--- src/rtl/sap_pkg.sv ---
package sap_pkg;
    localparam int DATA_W = 32;
    localparam int ADDR_W = 3;

    localparam int ADDR_OPERAND = 0;
    localparam int ADDR_RESULT  = 1;
    localparam int ADDR_XLEVEL  = 2;
    localparam int ADDR_YLEVEL  = 3;
    localparam int ADDR_RLEVEL  = 4;

    typedef enum logic {SEL_X = 1'b0, SEL_Y = 1'b1} sel_e;
    typedef enum logic {CORE_IDLE = 1'b0, CORE_HOLD = 1'b1} core_e;
endpackage

--- src/rtl/sap_queue.sv ---
module sap_queue #(
    parameter int W     = 32,
    parameter int DEPTH = 8,
    localparam int PW   = (DEPTH > 1) ? $clog2(DEPTH) : 1,
    localparam int CW   = $clog2(DEPTH + 1)
) (
    input  logic          clk,
    input  logic          rst_n,
    input  logic          push,
    input  logic [W-1:0]  din,
    input  logic          pop,
    output logic [W-1:0]  head,
    output logic [CW-1:0] level,
    output logic          full,
    output logic          empty
);
    logic [W-1:0]  mem [DEPTH];
    logic [PW-1:0] wp, rp;
    logic          do_push, do_pop;

    assign full    = (level == CW'(DEPTH));
    assign empty   = (level == '0);
    assign do_push = push && !full;
    assign do_pop  = pop && !empty;
    assign head    = mem[rp];

    function automatic logic [PW-1:0] step(input logic [PW-1:0] p);
        return (p == PW'(DEPTH - 1)) ? '0 : p + 1'b1;
    endfunction

    always_ff @(posedge clk) begin
        if (do_push) mem[wp] <= din;
    end

    always_ff @(posedge clk) begin
        if (!rst_n) begin
            wp    <= '0;
            rp    <= '0;
            level <= '0;
        end else begin
            if (do_push) wp <= step(wp);
            if (do_pop)  rp <= step(rp);
            unique case ({do_push, do_pop})
                2'b10:   level <= level + 1'b1;
                2'b01:   level <= level - 1'b1;
                default: level <= level;
            endcase
        end
    end
endmodule

--- src/rtl/sap_core.sv ---
module sap_core
    import sap_pkg::*;
(
    input  logic              clk,
    input  logic              rst_n,
    input  logic              x_empty,
    input  logic              y_empty,
    input  logic              r_full,
    input  logic [DATA_W-1:0] x_head,
    input  logic [DATA_W-1:0] y_head,
    output logic              pop_xy,
    output logic              push_r,
    output logic [DATA_W-1:0] sum
);
    core_e state, state_nxt;
    logic  can_fire;

    assign can_fire = !x_empty && !y_empty && !r_full;

    always_ff @(posedge clk) begin
        if (!rst_n) state <= CORE_IDLE;
        else        state <= state_nxt;
    end

    always_comb begin
        state_nxt = state;
        pop_xy    = 1'b0;
        push_r    = 1'b0;
        unique case (state)
            CORE_IDLE: begin
                if (can_fire) begin
                    pop_xy    = 1'b1;
                    state_nxt = CORE_HOLD;
                end
            end
            CORE_HOLD: begin
                push_r    = 1'b1;
                state_nxt = CORE_IDLE;
            end
        endcase
    end

    always_ff @(posedge clk) begin
        if (!rst_n)      sum <= '0;
        else if (pop_xy) sum <= x_head + y_head;
    end
endmodule

--- src/rtl/sap_front.sv ---
module sap_front
    import sap_pkg::*;
#(
    parameter int CW = 4
) (
    input  logic              clk,
    input  logic              rst_n,
    input  logic [ADDR_W-1:0] addr,
    input  logic              cs,
    input  logic              wr,
    input  logic              rd,
    input  logic              x_full,
    input  logic              y_full,
    input  logic              r_empty,
    input  logic [DATA_W-1:0] r_head,
    input  logic [CW-1:0]     x_level,
    input  logic [CW-1:0]     y_level,
    input  logic [CW-1:0]     r_level,
    output logic              push_x,
    output logic              push_y,
    output logic              pop_r,
    output logic [DATA_W-1:0] rdata
);
    sel_e sel, sel_nxt;
    logic wr_op;
    logic rd_any;

    assign wr_op  = cs && wr && (addr == ADDR_W'(ADDR_OPERAND));
    assign rd_any = cs && rd;
    assign pop_r  = rd_any && (addr == ADDR_W'(ADDR_RESULT)) && !r_empty;

    always_ff @(posedge clk) begin
        if (!rst_n) sel <= SEL_X;
        else        sel <= sel_nxt;
    end

    always_comb begin
        sel_nxt = sel;
        push_x  = 1'b0;
        push_y  = 1'b0;
        unique case (sel)
            SEL_X: begin
                if (wr_op && !x_full) begin
                    push_x  = 1'b1;
                    sel_nxt = SEL_Y;
                end
            end
            SEL_Y: begin
                if (wr_op && !y_full) begin
                    push_y  = 1'b1;
                    sel_nxt = SEL_X;
                end
            end
        endcase
    end

    always_ff @(posedge clk) begin
        if (!rst_n) begin
            rdata <= '0;
        end else if (rd_any) begin
            unique case (addr)
                ADDR_W'(ADDR_RESULT): rdata <= r_empty ? '0 : r_head;
                ADDR_W'(ADDR_XLEVEL): rdata <= DATA_W'(x_level);
                ADDR_W'(ADDR_YLEVEL): rdata <= DATA_W'(y_level);
                ADDR_W'(ADDR_RLEVEL): rdata <= DATA_W'(r_level);
                default:              rdata <= '0;
            endcase
        end
    end
endmodule

--- src/rtl/stream_adder_periph.sv ---
module stream_adder_periph
    import sap_pkg::*;
#(
    parameter int DEPTH = 8,
    localparam int CW   = $clog2(DEPTH + 1)
) (
    input  logic              clk,
    input  logic              rst_n,
    input  logic [ADDR_W-1:0] addr,
    input  logic              cs,
    input  logic              wr,
    input  logic [DATA_W-1:0] wdata,
    input  logic              rd,
    output logic [DATA_W-1:0] rdata
);
    logic              push_x, push_y, pop_xy, push_r, pop_r;
    logic              x_full, y_full, r_full, x_empty, y_empty, r_empty;
    logic [DATA_W-1:0] x_head, y_head, r_head, sum;
    logic [CW-1:0]     x_level, y_level, r_level;

    sap_front #(.CW(CW)) u_front (
        .clk(clk), .rst_n(rst_n), .addr(addr), .cs(cs), .wr(wr), .rd(rd),
        .x_full(x_full), .y_full(y_full), .r_empty(r_empty), .r_head(r_head),
        .x_level(x_level), .y_level(y_level), .r_level(r_level),
        .push_x(push_x), .push_y(push_y), .pop_r(pop_r), .rdata(rdata)
    );

    sap_queue #(.W(DATA_W), .DEPTH(DEPTH)) u_xq (
        .clk(clk), .rst_n(rst_n), .push(push_x), .din(wdata), .pop(pop_xy),
        .head(x_head), .level(x_level), .full(x_full), .empty(x_empty)
    );

    sap_queue #(.W(DATA_W), .DEPTH(DEPTH)) u_yq (
        .clk(clk), .rst_n(rst_n), .push(push_y), .din(wdata), .pop(pop_xy),
        .head(y_head), .level(y_level), .full(y_full), .empty(y_empty)
    );

    sap_queue #(.W(DATA_W), .DEPTH(DEPTH)) u_rq (
        .clk(clk), .rst_n(rst_n), .push(push_r), .din(sum), .pop(pop_r),
        .head(r_head), .level(r_level), .full(r_full), .empty(r_empty)
    );

    sap_core u_core (
        .clk(clk), .rst_n(rst_n), .x_empty(x_empty), .y_empty(y_empty),
        .r_full(r_full), .x_head(x_head), .y_head(y_head),
        .pop_xy(pop_xy), .push_r(push_r), .sum(sum)
    );
endmodule

--- config.mk ---
export PLATFORM = sky130hd
export DESIGN_NAME = stream_adder_periph
export DESIGN_NICKNAME = d
export VERILOG_FILES = /design/src/rtl/sap_pkg.sv /design/src/rtl/sap_queue.sv /design/src/rtl/sap_core.sv /design/src/rtl/sap_front.sv /design/src/rtl/stream_adder_periph.sv
export SDC_FILE = /design/constraint.sdc
export NUM_CORES = 1
export LEC_CHECK = 0
export BUFFER_PORTS_ARGS = -buffer_cell sky130_fd_sc_hd__buf_4
export CELL_PAD_IN_SITES_DETAIL_PLACEMENT = 0
export CELL_PAD_IN_SITES_GLOBAL_PLACEMENT = 1
export CORE_MARGIN = 2
export CORE_UTILIZATION = 46
export CTS_BUF_LIST = sky130_fd_sc_hd__clkbuf_8
export DETAILED_ROUTE_END_ITERATION = 6
export GPL_ROUTABILITY_DRIVEN = 0
export PLACE_DENSITY = 0.7
export SLEW_MARGIN = 20
export SYNTH_ARGS = -nofsm -noshare
export SYNTH_HDL_FRONTEND = slang
export SYNTH_HIERARCHICAL = 1
export SYNTH_SLANG_ARGS = --single-unit
--- constraint.sdc ---
create_clock -name clk -period 13.1 [get_ports clk]
set_input_delay 1.965 -clock clk [delete_from_list [all_inputs] [get_ports clk]]
set_output_delay 1.965 -clock clk [all_outputs]
set_load 0.02 [all_outputs]
### Word-level counts from Yosys, hierarchy flattened

Memory sizes are Yosys's and may differ from the RTL's. A register that Yosys moved wholly into a read port is not among the register bits.
Cells that the tools add are included.

| storage, ports and cells | value |
|---|---|
| bits in writable memories | 768 |
| word-level logic and storage cells | 111 |
| memories | 3 |
| bits of input ports | 40 |
| bits in registers | 96 |
| output and inout bits | 32 |

| cells by class | value |
|---|---|
| bitwise gates (word level) | 2 |
| reduce and logical (&&, ||, !) cells | 28 |
| add/sub/neg operators | 13 |
| equality and inequality tests | 19 |
| muxes and demuxes | 33 |

Memories:

| name | depth | width | rd ports | clocked after Yosys merged registers in | write ports | RTL line | source |
|---|---|---|---|---|---|---|---|
| u_rq.mem | 8 | 32 | 1 | 1 | 1 | sap_queue.sv:17 | `logic [W-1:0] mem [DEPTH];` |
| u_xq.mem | 8 | 32 | 1 | 1 | 1 | sap_queue.sv:17 |  |
| u_yq.mem | 8 | 32 | 1 | 1 | 1 | sap_queue.sv:17 |  |

Operators by type and width:

| cell | count |
|---|---|
| $pmux W32 S4 | 1 |
| $mux W3 | 12 |
| $add A32 B32 Y32 | 1 |
| $mux W32 | 1 |
| $pmux W4 S2 | 3 |
| $eq A3 B3 Y1 const B | 7 |
| $add A3 B1 Y3 const B | 6 |
| $logic_and A1 B1 Y1 | 15 |
| $mux W1 | 14 |
| $add A4 B1 Y4 const B | 3 |
| $eq A4 B4 Y1 const B | 3 |
| $logic_not A4 Y1 | 3 |
| $sub A4 B1 Y4 const B | 3 |
| $eq A2 B1 Y1 const B | 3 |
| $eq A2 B2 Y1 const B | 3 |
| $eq A3 B2 Y1 const B | 2 |
| $logic_not A1 Y1 | 6 |
| $reduce_bool A2 Y1 | 3 |
| $pmux W1 S2 | 2 |
| $eq A3 B1 Y1 const B | 1 |
| $logic_not A3 Y1 | 1 |
| $not A1 Y1 | 2 |

### Depth between registers and ports, before layout

| logic depth | value |
|---|---|
| depth after elaboration | 9 |
| mapped depth | 15 |
| mapped depth without buffers | 13 |

### By module

Netlist, hierarchy kept.

Modules (own cells, without submodules):

| module | sequential area each (sq um) | area an instance (sq um) | cells an instance | times used |
|---|---|---|---|---|
| sap_queue | 7,947.6 | 10,328.7 | 448 | 3 |
| sap_core | 660.6 | 2,899.0 | 376 | 1 |
| sap_front | 660.6 | 1,503.9 | 164 | 1 |

### Worst setup path after synthesis

Ideal clock, no wire load.

| path | value |
|---|---|
| path kind | input -> register |
| start point | input addr[0] |
| end point | memory u_xq.mem[0][0], enable pin |
| arrival time | 6.130 ns |
| library setup time | 0.501 ns |
| stages | 6 |
| buffers on the path | 2 |
| path slack | 6.469 ns |
| data required time | 12.599 ns |
| path through | buf_6 or4_4 nor2_1 a21bo_1 buf_6 nor4_1 |

| between the ends | value |
|---|---|
| longest elaborated chain between the ends | 8 |

RTL lines:

| item | RTL line | source |
|---|---|---|
| from (decl) | stream_adder_periph.sv:9 | `input logic [ADDR_W-1:0] addr,` |
| $logic_not A3 Y1 | sap_front.sv:28 | `assign wr_op = cs && wr && (addr == ADDR_W'(ADDR_OPERAND));` |
| $logic_and A1 B1 Y1 | sap_front.sv:28 |  |
| $logic_and A1 B1 Y1 | sap_front.sv:43 | `if (wr_op && !x_full) begin` |
| $mux W1 | sap_front.sv:43 |  |
| $mux W1 | sap_front.sv:41 | `unique case (sel)` |
| via push_x | stream_adder_periph.sv:16 | `logic push_x, push_y, pop_xy, push_r, pop_r;` |
| $logic_and A1 B1 Y1 | sap_queue.sv:23 | `assign do_push = push && !full;` |
| $mux W1 | sap_queue.sv:32 | `if (do_push) mem[wp] <= din;` |
| $mux W1 (not written as such) | sap_queue.sv:32 |  |
| to (decl) | sap_queue.sv:17 |  |

The timed path passes the listed nets, and every way through them passes these cells.

==> reports/qor.txt <==
Tcrit/Tclk final = 35.9%
Layout fillers = 6150
Clock Tree Buf Depth = 3
Setup crit end = u_core/sum[27]
Switching Share = 20.5%
routed vias = 17700
pwr dens = 134 nW/µm²
Max Cap Viol = 0
DRC = 0
largest net degree at the start of global routing = 80
First-pass DRT Iterations = 6
nets = 2133
Area growth syn-to-layout = 12.5%
CTS Buf Count = 143
Final ANT Viol Nets = 0
DR iter-0 viols = 1210
Most used DFF post-synth = edfxtp_1
RSZ-0062 raised after global routing = false
clock share of power = 42.4%
Layout Cells excl Fill = 3187
R2R cell count = 11
I/O Buffers = 71
post-DP HPWL = 41.4 mm
# H-tree levels = 4
leakage = 12.9 nW
Distinct cells, synth = 77
reg-to-reg endpoint = u_core/sum[27]
Post-CTS Setup Bufs = 0
Pint = 0.00423 W
worst vdd ir = 0.0946 mV
initial core utilization = 46.5%
min Tclk post-route = 4.70 ns
vias in the first global route = 18300
outcome = finished clean
fmax = 213 MHz
design area = 39800 µm²
grt ovf = 0
Root Buffer = clkbuf_8
syn_area_per_cell = 18.8 µm²
first-pass GRT wire length = 112 mm
DP Area = 37000 µm²
sequential share of power = 56.5%
Crit Path Max Fanout = 34
multi-input logic area = 9710 µm²
Layout Utilization = 52.3%
sequential share of the synthesized area = 71.1%
clk_skew = 0.0378 ns
Die W = 281 µm
top sig layer = met5
CP required = 13.75 ns
cells resized by post-CTS repair = 0
number of synthesized flops with an enable pin = 768
Routed met1 length = 31.8 mm
CTS tree = built
WL final = 73.9 mm
WP buf/inv = 1
core area = 76100 µm²
CP Class = reg2reg
Top delay family on crit path = simple AND/OR/NAND/NOR gates
Comb pwr share = 1.1%
CP Capture Type = flop
worst rel slew slack = 36.2%
Site Rows = 101
setup slack, reg-to-reg = 8.40 ns
CP Launch Type = flop
Cell Chain, Critical Path = buf_4 -> mux4_2 -> mux2_2 -> ha_1 -> nand4_1 -> or3_4 -> a2111o_1 -> nand4_1 -> nand2_1 -> and4b_1 -> o31a_1
Total GRT Usage = 19.2%
Post-synth ARST share = 0%
final number of setup-violating endpoints = 0
wire per inst = 23.2 µm
cell area after synthesis = 35400 µm²
Setup TNS = 0 ns
register area = 25200 µm²
slew of the pin with the lowest slew margin = 0.957 ns
NetSw = 0.00109 W
initial antenna violation count = 5
I/O Pins = 72
Placed Cells = 2925
slowest CP cell = dfxtp_4
worst-skew pair later-pin latency = 0.79 ns
clock slew at reported path FFs = 0.06 ns
CTS sink cnt = 873
Yosys reg bits = 873
met3 wire length = 3.56 mm
Detail Route met2 WL = 36.8 mm
Die Y = 281 µm
layout cells sized above 1 = 30.3%
post-synthesis cell count = 1884
Warnings, synthesis = 6
Vias/cell = 5.56
Critical Path Stages = 11
Pins Over Slew Limit = 0
syn nets = 1977
hold_buf cts = 0
HP Class = reg2reg
Crit path largest cell delay = 0.84 ns
Arrival @ worst endpoint = 5.36 ns
Hold Vio Cnt, Final = 0
area of the die = 79200 µm²
most numerous cell on the critical path = nand4_1
==> worst reg2reg max path: cells and delay by family (launching register included) <==
family                     cells  cell delay (ns)
DFF                            1             0.84
AOI/OAI and AO/OA              2             0.71
and+or+nand+nor                5             1.03
adders and majority gates      1             0.43
buffers and inverters          1             0.69
muxes                          2             0.87
==> synth_stat cells (16+ instances only) <==
| cell type | instances | area share (%) |
|---|---|---|
| edfxtp_1 | 768 | 65 |
| mux4_2 | 192 | 12 |
| dfxtp_1 | 105 | 5.9 |
| nand2_1 | 104 | 1.1 |
| mux2_2 | 101 | 3.2 |
| a21oi_1 | 61 | 0.86 |
| ha_1 | 52 | 1.8 |
| o21ai_0 | 38 | 0.54 |
| clkbuf_1 | 36 | 0.38 |
| nand3_1 | 31 | 0.44 |
| nor2_1 | 28 | 0.30 |
| buf_2 | 26 | 0.37 |
| and2_1 | 25 | 0.44 |
| buf_6 | 25 | 0.80 |
| nor3_1 | 23 | 0.33 |
| xnor2_1 | 18 | 0.45 |
| a21o_1 | 16 | 0.34 |
==> cells in the final DEF (no fill, tap or decap), types with 25 or more instances in the layout <==
master    synthesis  layout
and2_1           25      25
clkbuf_8          1     154
inv_1            12      55
edfxtp_1        768     768
nand2_1         104     104
mux4_2          192     192
ha_1             52      52
o21ai_0          38      38
dfxtp_1         105      97
nand3_1          31      31
mux2_2          101     101
a21oi_1          61      61
buf_4             4     109
clkinv_1          1      40
==> how the worst min path moves through the flow <==
stage                                  from                end  slack (ns)  depth (start not counted)
after floorplan                 u_front/sel        u_front/sel        0.45                          2
after global placement    u_front/rdata[16]  u_front/rdata[16]        0.44                          2
after detailed placement   u_front/rdata[6]   u_front/rdata[6]        0.45                          2
after CTS                  u_front/rdata[6]   u_front/rdata[6]        0.46                          2
after global routing      u_front/rdata[11]  u_front/rdata[11]        0.47                          2
final                     u_front/rdata[17]  u_front/rdata[17]        0.45                          2
==> power groups by stage <==
stage / Combinational [W] / Sequential (W) / Clock (W)
finish: 0.0000579 / 0.00301 / 0.00226
global route: 0.0000651 / 0.00301 / 0.00244
CTS: 0.0000594 / 0.00301 / 0.00232
detailed placement: 0.0000592 / 0.00307 / 0
global placement: 0.0000563 / 0.00307 / 0
floorplan: 0.0000211 / 0.00307 / 0
==> registers in the layout, indices dropped and copies added, names as in the netlist, named ones only <==
signal and flops:
u_rq/rp 3, u_rq/wp 3, u_rq/mem 256, u_core/state 1, u_core/sum 32, u_xq/mem 256
u_front/sel 1, u_front/rdata 32, u_xq/wp 3, u_xq/rp 3, u_yq/mem 256, u_yq/rp 3
u_xq/level 4, u_rq/level 4, u_yq/level 4, u_yq/wp 3
==> stage by stage <==
step                total power [W]  hold WS [ns]  setup slack, ns
floorplan                   0.00309         0.451             6.47
global placement            0.00312         0.439             8.36
detailed placement          0.00313         0.447             8.35
CTS                         0.00539         0.455             8.31
global route                0.00551         0.472             8.04
finish                      0.00533         0.454             8.40
==> per-layer routing <==
metal,vias up,global-route usage (%)
li1,7958,-
met1,9213,25.5
met2,433,31.8
met3,120,3.54
met4,6,7.15
met5,-,0
==> logic make-up (layout without fill, tap and decap cells) <==
kind of cell | after synthesis | after routing | share of synthesized area, %
other | 0 | 2 | 0
adders and majority gates | 53 | 53 | 1.90
and+or+nand+nor | 306 | 306 | 4.61
buffers and inverters | 111 | 382 | 1.87
DFF | 873 | 873 | 71.1
AOI/OAI and AO/OA | 205 | 205 | 3.98
xor gates and xnor gates | 32 | 32 | 0.792
muxes | 304 | 304 | 15.7
==> layout make-up <==
class | count | share of cell area (%)
antenna | 2 | 0.0126
clock buffer | 154 | 5.33
clock inverter | 106 | 1.57
inverter | 13 | 0.123
multi-input combinational | 900 | 24.4
sequential | 873 | 63.3
tap | 1030 | 3.24
timing repair buffer | 109 | 2.06
(Power assumes the default switching activity.)
